File: src/rtl/acc_alu.sv
module acc_alu #(
  parameter int BANK_W = 2,
  parameter int RA_W   = 6,
  parameter int IW     = 13
) (
  input  logic                     clk,
  input  logic                     rst,
  input  logic [IW-1:0]            instr_i,
  input  logic                     valid_i,
  output logic [BANK_W+RA_W-1:0]   rd_addr_o,
  input  logic [7:0]               rd_data_i,
  output logic                     we_o,
  output logic [BANK_W+RA_W-1:0]   wr_addr_o,
  output logic [7:0]               wr_data_o,
  output logic [7:0]               acc_o,
  output logic                     z_o,
  output logic                     c_o,
  output logic                     dc_o,
  output logic                     ie_o
);
  localparam int GRP_W = IW - RA_W;
  localparam logic [RA_W-1:0] BSEL_FIELD = RA_W'(4);
  localparam logic [IW-1:0] OP_DAA  = IW'(13'h001);
  localparam logic [IW-1:0] OP_ENI  = IW'(13'h020);
  localparam logic [IW-1:0] OP_DISI = IW'(13'h030);
  localparam logic [IW-1:0] OP_CLRA = IW'(13'h080);

  logic [7:0]       bsel;
  logic [GRP_W-1:0] grp;
  logic [RA_W-1:0]  field;
  logic [7:0]       rv, res;
  logic [8:0]       diff;
  logic             to_a, to_r, set_z, set_cdc, is_daa, is_eni, is_disi, is_nop;

  assign grp       = instr_i[IW-1:RA_W];
  assign field     = instr_i[RA_W-1:0];
  assign rd_addr_o = {bsel[7:8-BANK_W], field};
  assign wr_addr_o = rd_addr_o;
  assign rv        = (field == BSEL_FIELD) ? bsel : rd_data_i;
  assign diff      = {1'b0, rv} - {1'b0, acc_o};
  assign is_daa    = instr_i == OP_DAA;
  assign is_eni    = instr_i == OP_ENI;
  assign is_disi   = instr_i == OP_DISI;

  logic       daa_lo, daa_hi;
  logic [8:0] daa_t;
  logic [7:0] daa_r;
  assign daa_lo = (acc_o[3:0] > 4'd9) | dc_o;
  assign daa_t  = {1'b0, acc_o} + (daa_lo ? 9'h006 : 9'h000);
  assign daa_hi = c_o | daa_t[8] | (daa_t[7:4] > 4'd9);
  assign daa_r  = daa_t[7:0] + (daa_hi ? 8'h60 : 8'h00);

  always_comb begin
    res = '0; to_a = 1'b0; to_r = 1'b0; set_z = 1'b0; set_cdc = 1'b0;
    if (instr_i == OP_CLRA) begin
      to_a = 1'b1; set_z = 1'b1;
    end else begin
      case (grp)
        GRP_W'(1):  begin res = acc_o;          to_r = 1'b1; end
        GRP_W'(3):  begin                       to_r = 1'b1; set_z = 1'b1; end
        GRP_W'(4):  begin res = diff[7:0];      to_a = 1'b1; set_z = 1'b1; set_cdc = 1'b1; end
        GRP_W'(5):  begin res = diff[7:0];      to_r = 1'b1; set_z = 1'b1; set_cdc = 1'b1; end
        GRP_W'(6):  begin res = rv - 8'd1;      to_a = 1'b1; set_z = 1'b1; end
        GRP_W'(7):  begin res = rv - 8'd1;      to_r = 1'b1; set_z = 1'b1; end
        GRP_W'(8):  begin res = rv | acc_o;     to_a = 1'b1; set_z = 1'b1; end
        GRP_W'(9):  begin res = rv | acc_o;     to_r = 1'b1; set_z = 1'b1; end
        GRP_W'(10): begin res = rv & acc_o;     to_a = 1'b1; set_z = 1'b1; end
        GRP_W'(11): begin res = rv & acc_o;     to_r = 1'b1; set_z = 1'b1; end
        GRP_W'(12): begin res = rv ^ acc_o;     to_a = 1'b1; set_z = 1'b1; end
        GRP_W'(13): begin res = rv ^ acc_o;     to_r = 1'b1; set_z = 1'b1; end
        default: ;
      endcase
    end
  end

  assign is_nop    = !(to_a | to_r | is_daa | is_eni | is_disi);
  assign we_o      = valid_i & to_r;
  assign wr_data_o = res;

  always_ff @(posedge clk) begin
    if (rst) begin
      acc_o <= '0; z_o <= 1'b0; c_o <= 1'b0; dc_o <= 1'b0; ie_o <= 1'b0; bsel <= '0;
    end else if (valid_i) begin
      if (to_a) acc_o <= res;
      if (set_z) z_o <= (res == 8'd0);
      if (set_cdc) begin
        c_o  <= ~diff[8];
        dc_o <= rv[3:0] >= acc_o[3:0];
      end
      if (is_daa) begin
        acc_o <= daa_r;
        c_o   <= daa_hi;
      end
      if (is_eni) ie_o <= 1'b1;
      if (is_disi) ie_o <= 1'b0;
      if (to_r && field == BSEL_FIELD) bsel <= res;
    end
  end

  a_r10_nop_stable: assert property (@(posedge clk) disable iff (rst)
    (!valid_i || is_nop) |=> ($stable(acc_o) && $stable({z_o, c_o, dc_o, ie_o})));
  a_r3_mov_flags: assert property (@(posedge clk) disable iff (rst)
    (valid_i && grp == GRP_W'(1)) |=> $stable({z_o, c_o, dc_o}));
  a_r4_sub_carry: assert property (@(posedge clk) disable iff (rst)
    (valid_i && grp == GRP_W'(4)) |=> (c_o == ($past(rv) >= $past(acc_o))));
  a_r6_logic_z: assert property (@(posedge clk) disable iff (rst)
    (valid_i && (grp == GRP_W'(8) || grp == GRP_W'(10) || grp == GRP_W'(12)))
      |=> (z_o == (acc_o == 8'd0)) && $stable({c_o, dc_o}));
  a_r7_clr_z: assert property (@(posedge clk) disable iff (rst)
    (valid_i && (instr_i == OP_CLRA || grp == GRP_W'(3))) |=> (z_o && $stable({c_o, dc_o})));
  a_r9_eni: assert property (@(posedge clk) disable iff (rst)
    (valid_i && is_eni) |=> ie_o);
  a_r9_disi: assert property (@(posedge clk) disable iff (rst)
    (valid_i && is_disi) |=> !ie_o);
endmodule

File: config.mk
export PLATFORM = sky130hd
export DESIGN_NAME = acc_alu
export DESIGN_NICKNAME = d
export VERILOG_FILES = /design/src/rtl/acc_alu.sv
export SDC_FILE = /design/constraint.sdc
export NUM_CORES = 1
export LEC_CHECK = 0
export BUFFER_PORTS_ARGS = -buffer_cell sky130_fd_sc_hd__buf_4
export CORE_ASPECT_RATIO = 0.8
export CORE_MARGIN = 1.5
export CORE_UTILIZATION = 55
export CTS_BUF_LIST = sky130_fd_sc_hd__clkbuf_2 sky130_fd_sc_hd__clkbuf_4 sky130_fd_sc_hd__clkbuf_8
export CTS_CLUSTER_DIAMETER = 60
export CTS_CLUSTER_SIZE = 20
export DETAILED_ROUTE_END_ITERATION = 6
export PLACE_DENSITY = 0.81
export SKIP_LAST_GASP = 1
export SYNTH_ARGS = -nofsm -noshare
export SYNTH_HDL_FRONTEND = slang
export SYNTH_SLANG_ARGS = --single-unit
File: constraint.sdc
create_clock -name clk -period 4.65 [get_ports clk]
set_input_delay 0.6975 -clock clk [delete_from_list [all_inputs] [get_ports clk]]
set_output_delay 0.6975 -clock clk [all_outputs]
set_load 0.05 [all_outputs]
==> impl_metrics.json <==
{
  "finalHoldViolations": 0,
  "die_h_um": 65.8,
  "synth_nets": 408,
  "drv_cap": 0,
  "cp.required_ps": 3950,
  "h-tree-depth": 1,
  "ff2ff_path_depth": 16,
  "synthCells": 357,
  "dieArea_mm2": 0.00536,
  "clock_latency_ps": 260,
  "final_layout_size_suffix_gt1_frac": 0.254,
  "fmax_mhz": 220,
  "r2r_setup_slack_ps": 990,
  "synthFlopType": "dfxtp_1",
  "root_buffer": "clkbuf_8",
  "grt_pass1_wl_mm": 13.9,
  "r2r-start": "acc_o[2]",
  "final_nets": 455,
  "cts_setup_buffers": 0,
  "clkPwrFrac": 0.244,
  "syn_to_final_growth_pct": 18.4,
  "grt_pass1_vias": 2676,
  "cts_hold_buf": 0,
  "skew_ps": 3.07,
  "yosysUniqueCellTypes": 68,
  "route.detailed.drc": 0,
  "final_area_mm2": 0.00321,
  "power_switching_uw": 173,
  "yosys_warnings": 0,
  "min-delay-start": "bsel[5]",
  "synth_area_per_cell_um2": 7.59,
  "cts_inserted_buffers": 3,
  "die_w_um": 81.5,
  "finalSetupTns_ps": 0,
  "antenna_cells": 0,
  "setup_slack_ps": 110,
  "grt_max_degree": 27,
  "drt-initial-drc-count": 368,
  "path_class": "primary input to output port",
  "cts.sinks": 20,
  "power.leakage_nw": 1.35,
  "post-place-ws_ps": 152,
  "p_seq_frac": 0.373,
  "core_mm2": 0.00465,
  "fin_crit_sh": 0.976,
  "drv_slew": 0,
  "worst_pin_slew_ps": 905,
  "hold_class": "flip-flop to flip-flop",
  "drt_pass1_iterations": 5,
  "worstHoldPathCells": 2,
  "period_minus_slack_ps": 4540,
  "switching_share": 0.369,
  "clockBufferDepth": 2,
  "synth_edf_count": 0,
  "synth.ff_latch_count": 20,
  "place.port_buffers": 60,
  "cts_resized": 0,
  "via_per_inst": 6.53,
  "worstSetupStartpointType": "primary input",
  "endpoint_kind": "output port",
  "syn-cell-area_mm2": 0.00271,
  "routed_wl_mm": 8.87,
  "synthArstFlopShare": 0,
  "slew_headroom": 0.395,
  "initial_utilization": 0.582,
  "cts_tree": "yes",
  "clk_pin_slew_worst_paths_ps": 70,
  "placed_cell_area_mm2": 0.00315,
  "yosysSeqAreaShare": 0.148,
  "cp_slowest_cell": "a211o_1",
  "combinationalPowerShare": 0.383,
  "wl_per_cell_um": 19.2,
  "status": "finished clean",
  "finalSetupViolCount": 0,
  "crit_arrival_ps": 3840,
  "finalNonFillerCells": 462,
  "critPathMaxStageDelay_ps": 340,
  "worst-path-max-fanout": 6,
  "track_usage": 0.344,
  "place_inst": 459,
  "r2r-end": "acc_o[7]",
  "critical_path.cell_chain": "buf_4 -> nor3_2 -> nand2_2 -> mux2_2 -> inv_1 -> ha_1 -> inv_1 -> ha_1 -> or2_2 -> a211o_1 -> a31oi_2 -> o31ai_1 -> o31a_1 -> o21a_1 -> inv_1 -> buf_6",
  "dp_hpwl_mm": 6.97,
  "cpMostUsedCell": "inv_1",
  "place_congestion": 1.04,
  "vias": 3017,
  "rows": 22,
  "ir_drop_mv": 0.154,
  "antenna_left": 0,
  "power_density_mw_per_mm2": 146,
  "p_int_uw": 295,
  "antenna_found_initial": 0,
  "grt_overflow": 0,
  "ios": 61,
  "min_to": "bsel[5]"
}
cells in the mapped netlist (3+ instances only):
| cell type | count | area (µm²) |
|---|---|---|
| inv_1 | 26 | 97.6 |
| nor3_1 | 10 | 50.1 |
| a31oi_1 | 4 | 25.0 |
| nand3b_1 | 5 | 37.5 |
| a221oi_1 | 3 | 26.3 |
| and3_1 | 8 | 50.1 |
| nand2b_1 | 4 | 25.0 |
| a21oi_1 | 27 | 135 |
| a211oi_1 | 7 | 52.6 |
| o31ai_1 | 3 | 22.5 |
| buf_4 | 16 | 120 |
| nor2_1 | 36 | 135 |
| nand2_1 | 14 | 52.6 |
| xor2_1 | 5 | 43.8 |
| o211ai_1 | 7 | 52.6 |
| ha_1 | 25 | 313 |
| clkbuf_1 | 15 | 56.3 |
| mux2i_1 | 5 | 50.1 |
| a311oi_1 | 3 | 26.3 |
| mux2_2 | 3 | 33.8 |
| xnor2_1 | 9 | 78.8 |
| nand3_1 | 11 | 55.1 |
| or3_1 | 4 | 25.0 |
| o21ai_1 | 6 | 30.0 |
| dfxtp_1 | 20 | 400 |
| o21ai_0 | 25 | 125 |
area by class of cell:
type                       instances  area (µm²)
tap                               60        75.1
timing repair buffer              75         567
inverter                          26        97.6
clock buffer                       3        41.3
sequential                        20         400
multi-input combinational        278        2030
fill                             412        1440
layer usage:
| metal | GRT usage | routed length, µm |
|---|---|---|
| met1 | 0.512 | 3950 |
| met2 | 0.515 | 3700 |
| met3 | 0.0386 | 1050 |
| met4 | 0.0970 | 176 |
| met5 | 0 | 0 |
cells by family (layout without fill, tap and decap cells):
family,after synthesis,in the layout,share of synthesized area
AO/OA/AOI/OAI,117,117,0.299
XOR/XNOR,14,14,0.0453
adder cells (fa/ha/maj),27,27,0.130
buffers and inverters,59,104,0.109
flip-flops,20,20,0.148
multiplexers,9,9,0.0393
AND/OR/NAND/NOR,111,111,0.229
stage by stage:
step / hold WS, ps / total power [mW] / util
2_1_floorplan: 474 / 0.296 / -
3_3_place_gp: 485 / 0.351 / 0.678
3_5_place_dp: 496 / 0.352 / 0.678
4_1_cts: 507 / 0.466 / 0.687
5_1_grt: 531 / 0.486 / 0.690
6_report: 511 / 0.468 / 0.690
worst max path at each step:
stage	start	end	slack, ps	depth (start not counted)
finish	instr_i[5]	wr_data_o[6]	110	16
global route	instr_i[5]	wr_data_o[6]	-30	16
CTS	instr_i[5]	wr_data_o[6]	140	15
detailed placement	instr_i[5]	wr_data_o[6]	150	15
global placement	instr_i[5]	wr_data_o[6]	160	15
floorplan	instr_i[5]	wr_data_o[6]	100	14
layout by cell type (no fill, tap or decap), types with 3 or more instances in the layout:
cell       n
xor2_1     5
o21ai_1    7
nor3_1    10
mux2i_1    5
nor2_1    36
nand3_1   11
clkbuf_8   3
buf_4     74
a221oi_1   3
ha_1      24
a31oi_1    3
nand2_1   14
xnor2_1    9
and3_1     8
a211oi_1   7
nand3b_1   5
nand2b_1   4
a21oi_1   27
dfxtp_1   20
o21ai_0   24
o211ai_1   7
o31ai_1    3
inv_1     26
or3_1      4
a311oi_1   3
mux2_2     3
registers in the layout, indices dropped and copies added (netlist names):
name,flops
acc_o,8
bsel,8
c_o,1
dc_o,1
ie_o,1
z_o,1
worst max-delay path: cells and delay by family:
family / cells / cell delay (ps)
adder cells (fa/ha/maj): 2 / 380
AND/OR/NAND/NOR: 3 / 740
buffers and inverters: 5 / 570
multiplexers: 1 / 330
AO/OA/AOI/OAI: 5 / 1110
power by group through the flow:
stage               combinational, mW  sequential, mW  clock (mW)
floorplan                       0.115           0.181           0
global placement                0.172           0.178           0
detailed placement              0.173           0.179           0
CTS                             0.174           0.174       0.117
global route                    0.190           0.175       0.121
finish                          0.179           0.175       0.114
No activity file was read; power rests on OpenSTA's default activity.
